$ cat src/rtl/divider_pkg.sv
`timescale 1ns/1ps
package divider_pkg;
  // One-hot strobes passed from the control section to the counting datapath.
  typedef struct packed {
    logic idle;     // hold count at zero, output low
    logic restart;  // begin a new period: count to zero, output high
    logic advance;  // step the count within the running period
  } divStrobe_t;
endpackage

$ cat src/rtl/div_ctrl.sv
`timescale 1ns/1ps
module div_ctrl
  import divider_pkg::*;
#(
  parameter int LOW_LOG2 = 6,
  parameter int CNT_W    = 8
) (
  input  logic             clk,
  input  logic             rstN,
  input  logic             synthEn,
  input  logic             rangeSel,
  input  logic             modSel,
  input  logic             termHit,
  output divStrobe_t       strobe,
  output logic [CNT_W-1:0] ratio
);
  localparam int LOW_BASE  = 1 << LOW_LOG2;
  localparam int HIGH_BASE = LOW_BASE * 2;

  logic             runQ;
  logic [CNT_W-1:0] ratioQ;
  logic [CNT_W-1:0] pinBase;
  logic [CNT_W-1:0] pinRatio;

  // Range pin high picks the short range; modulus pin low adds one count.
  always_comb begin
    pinBase  = rangeSel ? CNT_W'(LOW_BASE) : CNT_W'(HIGH_BASE);
    pinRatio = pinBase + (modSel ? CNT_W'(0) : CNT_W'(1));
  end

  always_comb begin
    strobe.idle    = !rstN || !synthEn;
    strobe.restart = !strobe.idle && (!runQ || termHit);
    strobe.advance = !strobe.idle && !strobe.restart;
  end

  always_ff @(posedge clk) begin
    runQ <= !strobe.idle;
    if (strobe.idle || strobe.restart) begin
      ratioQ <= pinRatio;
    end
  end

  assign ratio = ratioQ;

  // the ratio may only move at a period boundary or while idle
  assert_ratio_hold_R6: assert property (@(posedge clk) disable iff (!rstN)
    strobe.advance |=> $stable(ratio))
    else $error("ratio changed inside a period");
endmodule

$ cat src/rtl/div_path.sv
`timescale 1ns/1ps
module div_path
  import divider_pkg::*;
#(
  parameter int CNT_W = 8
) (
  input  logic             clk,
  input  divStrobe_t       strobe,
  input  logic [CNT_W-1:0] ratio,
  output logic             termHit,
  output logic             divOut
);
  logic [CNT_W-1:0] cnt;
  logic [CNT_W-1:0] cntNext;
  logic [CNT_W-1:0] halfCnt;

  always_comb begin
    halfCnt = ratio >> 1;
    cntNext = cnt + CNT_W'(1);
    termHit = (cnt == ratio - CNT_W'(1));
  end

  always_ff @(posedge clk) begin
    if (strobe.idle) begin
      cnt    <= '0;
      divOut <= 1'b0;
    end else if (strobe.restart) begin
      cnt    <= '0;
      divOut <= 1'b1;
    end else begin
      cnt    <= cntNext;
      divOut <= (cntNext < halfCnt);
    end
  end

  // the count never leaves the range of the ratio in force
  assert_count_bound_R5: assert property (@(posedge clk) disable iff (strobe.idle)
    cnt < ratio)
    else $error("count outside ratio");

  // a period opens with the output rising at count zero
  assert_rise_at_start_R5: assert property (@(posedge clk) disable iff (strobe.idle)
    $rose(divOut) |-> (cnt == '0))
    else $error("rise away from period start");

  // within a running period the output falls exactly at half the ratio
  assert_fall_at_half_R5: assert property (@(posedge clk) disable iff (strobe.idle)
    ($fell(divOut) && $past(strobe.advance)) |-> (cnt == (ratio >> 1)))
    else $error("fall away from half ratio");
endmodule

$ cat src/rtl/dual_ratio_prescaler.sv
`timescale 1ns/1ps
module dual_ratio_prescaler
  import divider_pkg::*;
#(
  parameter int LOW_LOG2 = 6
) (
  input  logic clk,
  input  logic rstN,
  input  logic synthEn,
  input  logic rangeSel,
  input  logic modSel,
  output logic divOut
);
  localparam int LOW_BASE = 1 << LOW_LOG2;
  localparam int CNT_W    = $clog2(2 * LOW_BASE + 2);

  divStrobe_t       strobe;
  logic [CNT_W-1:0] ratio;
  logic             termHit;

  div_ctrl #(.LOW_LOG2(LOW_LOG2), .CNT_W(CNT_W)) uCtrl (
    .clk      (clk),
    .rstN     (rstN),
    .synthEn  (synthEn),
    .rangeSel (rangeSel),
    .modSel   (modSel),
    .termHit  (termHit),
    .strobe   (strobe),
    .ratio    (ratio)
  );

  div_path #(.CNT_W(CNT_W)) uPath (
    .clk     (clk),
    .strobe  (strobe),
    .ratio   (ratio),
    .termHit (termHit),
    .divOut  (divOut)
  );

  // a disabled edge leaves the output low
  assert_idle_low_R7: assert property (@(posedge clk) disable iff (!rstN)
    !synthEn |=> !divOut)
    else $error("output active while disabled");
endmodule

$ cat config.mk
export PLATFORM = sky130hd
export DESIGN_NAME = dual_ratio_prescaler
export DESIGN_NICKNAME = d
export VERILOG_FILES = /design/src/rtl/divider_pkg.sv /design/src/rtl/div_ctrl.sv /design/src/rtl/div_path.sv /design/src/rtl/dual_ratio_prescaler.sv
export SDC_FILE = /design/constraint.sdc
export NUM_CORES = 1
export LEC_CHECK = 0
export ABC_AREA = 1
export CAP_MARGIN = 20
export CELL_PAD_IN_SITES_DETAIL_PLACEMENT = 0
export CELL_PAD_IN_SITES_GLOBAL_PLACEMENT = 1
export CORE_AREA = 4 4 48 50
export DETAILED_ROUTE_END_ITERATION = 7
export DIE_AREA = 0 0 52 54
export HOLD_SLACK_MARGIN = 0.15
export PLACE_DENSITY_LB_ADDON = 0.1
export SLEW_MARGIN = 20
export SYNTH_ARGS = -nofsm -noshare
export SYNTH_HDL_FRONTEND = slang
export SYNTH_SLANG_ARGS = --single-unit
$ cat constraint.sdc
create_clock -name clk -period 1.69 [get_ports clk]
set_input_delay 0.507 -clock clk [delete_from_list [all_inputs] [get_ports clk]]
set_output_delay 0.507 -clock clk [all_outputs]
set_load 0.05 [all_outputs]
==> reports/summary.txt, run 1 <==
kind of end point of the critical path -> flop
total track usage -> 11.2%
Crit path arrival time -> 1.60 ns
H-tree levels -> 1
maximum vdd drop -> 0.000382 V
min Tclk post-route -> 1.60 ns
Hold Fails Final Rpt -> 0
Main synth FF type -> dfxtp_1
setup violators final -> 0
Root Driver -> clkbuf_4
clk_lat worst skew -> 0.28 ns
vias in the first global route -> 486
CP required -> 1.69 ns
Tcrit/Tclk final -> 94.7%
clock sink count -> 13
first-pass GRT wire length -> 2.12 mm
grt total ovfl -> 0
I/O pins -> 6
clk_skew -> 0.00324 ns
count of port buffers added during placement -> 5
CP startpoint kind -> flop
Iteration-0 DRC Markers -> 6
synth cell count leaders -> nand2_1, inv_1, dfxtp_1, nor2_2, nand3_1
status -> finished, final reports clean
most frequent cell after synthesis -> nand2_1
DRC -> 0
Chip Width -> 52 um
area leader, netlist -> dfxtp_1
clk slew on worst S/H paths -> 0.08 ns
via count -> 545
Cells after Synth -> 91
EDFF count, synth -> 3
Post-Syn Area per Cell -> 7.63 um^2
CTS Buffer Depth -> 2
Core Rows -> 16
Slew @ Worst Pin -> 0.207 ns
worst-path maximum fanout -> 5
WL final -> 1.30 mm
CTS tree -> built
post-route cell area -> 916 um^2
area share of the largest cell type after synthesis -> 28.8%
maxcap violations -> 0
post-placement cell area -> 861 um^2
die height -> 54 um
Synth Warn # -> 0
largest net degree at the start of global routing -> 8
Seq/Total Area, Yosys -> 41.8%
Pwr Density -> 656 nW/um^2
Antenna Nets Post-Route -> 0
Pleak -> 0.000415 uW
top post-synthesis cells by area -> dfxtp_1, edfxtp_1, nand2_1, inv_1, nor2_2
critical path type -> flop to flop
CORE AREA -> 1900 um^2
layout cells sized above 1 -> 34.9%
ys async rst share -> 0%
Vias/cell -> 4.01
register bit total from synthesis -> 13
die area -> 2810 um^2
final slew viol count -> 0
dpl cells -> 131
Hold Path Class -> flop to flop
TritonRoute pass-1 iters -> 4
Routed wire per std cell -> 9.53 um
RSZ-0062 raised after global routing -> yes
initial antenna violation count -> 0
CTS Hold Bufs -> 0
Final HPWL DP -> 1.02 mm
Max Clk Rate -> 625 MHz
slew margin rel. -> 86.1%
NumNets Final -> 118
RePlAce Congestion -> 0.735
CTS Buf Count -> 3
Non-Filler Instances -> 136
Layout area overhead -> 31.9%
Post-Syn Area -> 694 um^2
Distinct cells, synth -> 16
syn nets -> 99
# diodes -> 0
starting density of the core -> 36.5%
-- per-layer routing --
| layer | global-route usage [%] | vias to the layer above | share of wire, % |
|---|---|---|---|
| met1 | 14.6 | 226 | 52 |
| li1 | - | 306 | - |
| met4 | 7.86 | 0 | 2.1 |
| met3 | 3.32 | 4 | 4.2 |
| met5 | 0 | - | 0 |
| met2 | 15.5 | 9 | 41 |
-- path summary, 6_finish.rpt --
| kind | from | to | slack [ns] | cells after the start |
|---|---|---|---|---|
| hold reg to reg | uPath.cnt[0] | uPath.cnt[0] | 0.51 | 2 |
| setup / recovery | uCtrl.ratio[0] | uCtrl.ratio[0] | 0.09 | 9 |
| hold / removal | uPath.cnt[0] | uPath.cnt[0] | 0.51 | 2 |
| setup reg to reg | uCtrl.ratio[0] | uCtrl.ratio[0] | 0.09 | 9 |
-- cell usage in the layout (no fill, tap or decap), types with 2 or more instances in the layout --
master	n
nand2_1	21
inv_1	19
nor2_2	12
buf_4	8
dfxtp_1	8
nand3_1	5
clkdlybuf4s50_1	4
xor2_1	3
nand2_2	3
clkbuf_4	3
edfxtp_1	3
inv_2	2
nor2_1	2
a21oi_1	2
ha_2	2
buf_12	2
dfxtp_2	2
-- critical path, stage by stage, from the launching register on --
cell,delay [ns]
edfxtp_1,0.41
inv_1,0.10
ha_2,0.28
inv_1,0.05
nand2_1,0.04
nand2_1,0.06
nand2_1,0.06
nor2_2,0.12
a21oi_4,0.08
nand2_4,0.11
-- flip-flops by register name (all words and copies together), names as in the netlist --
| signal | count |
|---|---|
| uCtrl.ratio | 3 |
| uPath.cnt | 8 |
| uPath.divOut | 1 |
| uCtrl.runQ | 1 |
-- repair_timing --
action	in CTS	in global routing
resized for setup	0	8
endpoints found under the setup margin	0	11
setup buffers	0	1
-- report_power, final --
part | leakage (uW) | internal [uW] | switching (uW)
Combinational | 0.000286 | 34.5 | 37.1
Sequential | 0.000114 | 326 | 4.00
Clock | 0.0000150 | 91.6 | 108
-- per-stage QoR --
step	total power (uW)	util, %	setup TNS (ns)	setup slack [ns]	hold slack [ns]
CTS	609	46.6	0	0.0519	0.535
global placement	402	45.3	0	0.0859	0.510
finish	601	48.2	0	0.0895	0.511
global route	635	48.2	-0.0712	-0.0504	0.535
floorplan	376	-	0	0.129	0.439
detailed placement	404	45.3	0	0.0642	0.521
-- cell type report --
type / count / area [um^2]
Fill cell: 206 / 986
Timing Repair Buffer: 14 / 140
Clock buffer: 4 / 26.3
Tap cell: 27 / 33.8
Multi-Input combinational cell: 57 / 344
Sequential cell: 13 / 293
Inverter: 21 / 78.8
-- cell families (layout without fill, tap and decap cells) --
logic type,after synthesis,in the layout,synth area share [%]
and+or+nand+nor,46,46,31.9
buffers and inverters,21,39,11.4
DFF,13,13,41.8
AOI/OAI and AO/OA,4,4,4.50
xor gates and xnor gates,4,4,5.05
adders and majority gates,3,3,5.41
Note: power is estimated with default switching activity, not from simulation.
==> run 2: changes to the inputs <==
RECOVER_POWER = 100   (was not set)
==> reports/summary.txt, run 2 (same netlist as run 1, synthesis figures left out) <==
Routed wire per std cell -> 9.56 um
total track usage -> 11.2%
slew margin rel. -> 66.7%
via count -> 545
RePlAce Congestion -> 0.735
maxcap violations -> 0
starting density of the core -> 36.5%
Final HPWL DP -> 1.02 mm
Hold Path Class -> flop to flop
RSZ-0062 raised after global routing -> yes
maximum vdd drop -> 0.000377 V
hold path cells -> 2
final core occ -> 47.3%
R2R cell count -> 11
clk slew on worst S/H paths -> 0.08 ns
Hold Fails Final Rpt -> 0
largest net degree at the start of global routing -> 8
critical path type -> flop to flop
Tcrit/Tclk final -> 95.0%
TritonRoute pass-1 iters -> 4
CP required -> 1.87 ns
Largest register FFs -> 8
grt total ovfl -> 0
Max Clk Rate -> 623 MHz
# diodes -> 0
die area -> 2810 um^2
Slew @ Worst Pin -> 0.498 ns
CP startpoint kind -> flop
WL final -> 1.30 mm
Iteration-0 DRC Markers -> 6
commonest cells after routing, fill and taps aside -> nand2_1, inv_1, nor2_2
min Tclk post-route -> 1.61 ns
clk_skew -> 0.00322 ns
count of port buffers added during placement -> 5
H-tree levels -> 1
final slew viol count -> 0
clk_lat worst skew -> 0.28 ns
layout cells sized above 1 -> 33.9%
I/O pins -> 6
Antenna Nets Post-Route -> 0
Crit path arrival time -> 1.78 ns
Pleak -> 0.000420 uW
Chip Width -> 52 um
Core Rows -> 16
CTS Buffer Depth -> 2
Pwr Density -> 661 nW/um^2
NumNets Final -> 118
worst-path maximum fanout -> 7
most common cell after layout, fill and taps aside -> nand2_1
initial antenna violation count -> 0
WHS -> 0.511 ns
R2R Setup Slk -> 0.08 ns
kind of end point of the critical path -> flop
TNS Setup -> 0 ns
CTS Hold Bufs -> 0
vias in the first global route -> 486
Layout area overhead -> 29.5%
CTS Buf Count -> 3
worst reg2reg endpoint -> uPath.cnt[2]
clock sink count -> 13
die height -> 54 um
Biggest register -> uPath.cnt
Min-Delay Endpoint -> uPath.cnt[0]
CORE AREA -> 1900 um^2
Vias/cell -> 4.01
CTS tree -> built
first-pass GRT wire length -> 2.12 mm
launch point of the worst reg-to-reg path -> uCtrl.ratio[0]
Root Driver -> clkbuf_4
DRC -> 0
setup violators final -> 0
status -> finished, final reports clean
HP Start -> uPath.cnt[0]
## run 2: changes by cell type in the layout (fill, tap and decap cells not counted), sizes merged
cell / before / now
dlymetal6s2s: 0 / 1
buf: 10 / 9
dlygate4sd3: 0 / 3
clkdlybuf4s50: 4 / 1
## run 2: critical path, cell delays in order (launching register included)
cell and delay [ns]:
edfxtp_1 0.41, inv_1 0.10, ha_2 0.28, inv_1 0.05, nand2_1 0.04, nand2_1 0.06
nand2_1 0.06, nor2_2 0.12, a21oi_4 0.08, nand2_4 0.10, buf_6 0.16, nor2_2 0.04
## run 2: how the worst max path moves through the flow
stage | slack [ns] | cells past startpoint | to | from
2_1_floorplan | 0.13 | 9 | uCtrl.ratio[0] | uCtrl.ratio[0]
3_3_place_gp | 0.09 | 9 | uCtrl.ratio[0] | uCtrl.ratio[0]
3_5_place_dp | 0.06 | 9 | uCtrl.ratio[0] | uCtrl.ratio[0]
4_1_cts | 0.05 | 9 | uCtrl.ratio[6] | uCtrl.ratio[0]
5_1_grt | -0.05 | 9 | uPath.divOut | uPath.cnt[1]
6_report | 0.08 | 11 | uPath.cnt[2] | uCtrl.ratio[0]
## run 2: layout make-up
type	count	area [um^2]
tap	27	33.8
sequential	13	293
timing repair buffer	14	124
fill	209	1000
clock buffer	4	26.3
multi-input combinational	57	344
inverter	21	78.8
## run 2: through the flow
stage               instances  total power (uW)  instance area [um^2]  setup WS (ns)
finish                    136               595                   900         0.0840
global route              136               629                   900        -0.0504
CTS                       135               609                   887         0.0519
detailed placement        131               404                   861         0.0642
global placement          131               402                   861         0.0859
floorplan                  91               376                   694          0.129
## run 2: where the power goes
group / total [uW] / switching (uW) / internal (uW)
registers: 329 / 3.19 / 326
logic: 65.8 / 36.9 / 28.9
clock network: 200 / 108 / 91.6
## run 2: repair_timing
| item | 4_1_cts | 5_1_grt |
|---|---|---|
| buffers inserted | 0 | 1 |
| setup endpoints to repair | 0 | 11 |
| gates resized for setup | 0 | 8 |
## run 2: layer usage
metal	wire length, um	GRT usage [%]	vias up
li1	-	-	306
met1	682	14.6	226
met2	535	15.5	9
met3	55	3.32	4
met4	27	7.86	0
met5	0	0	-
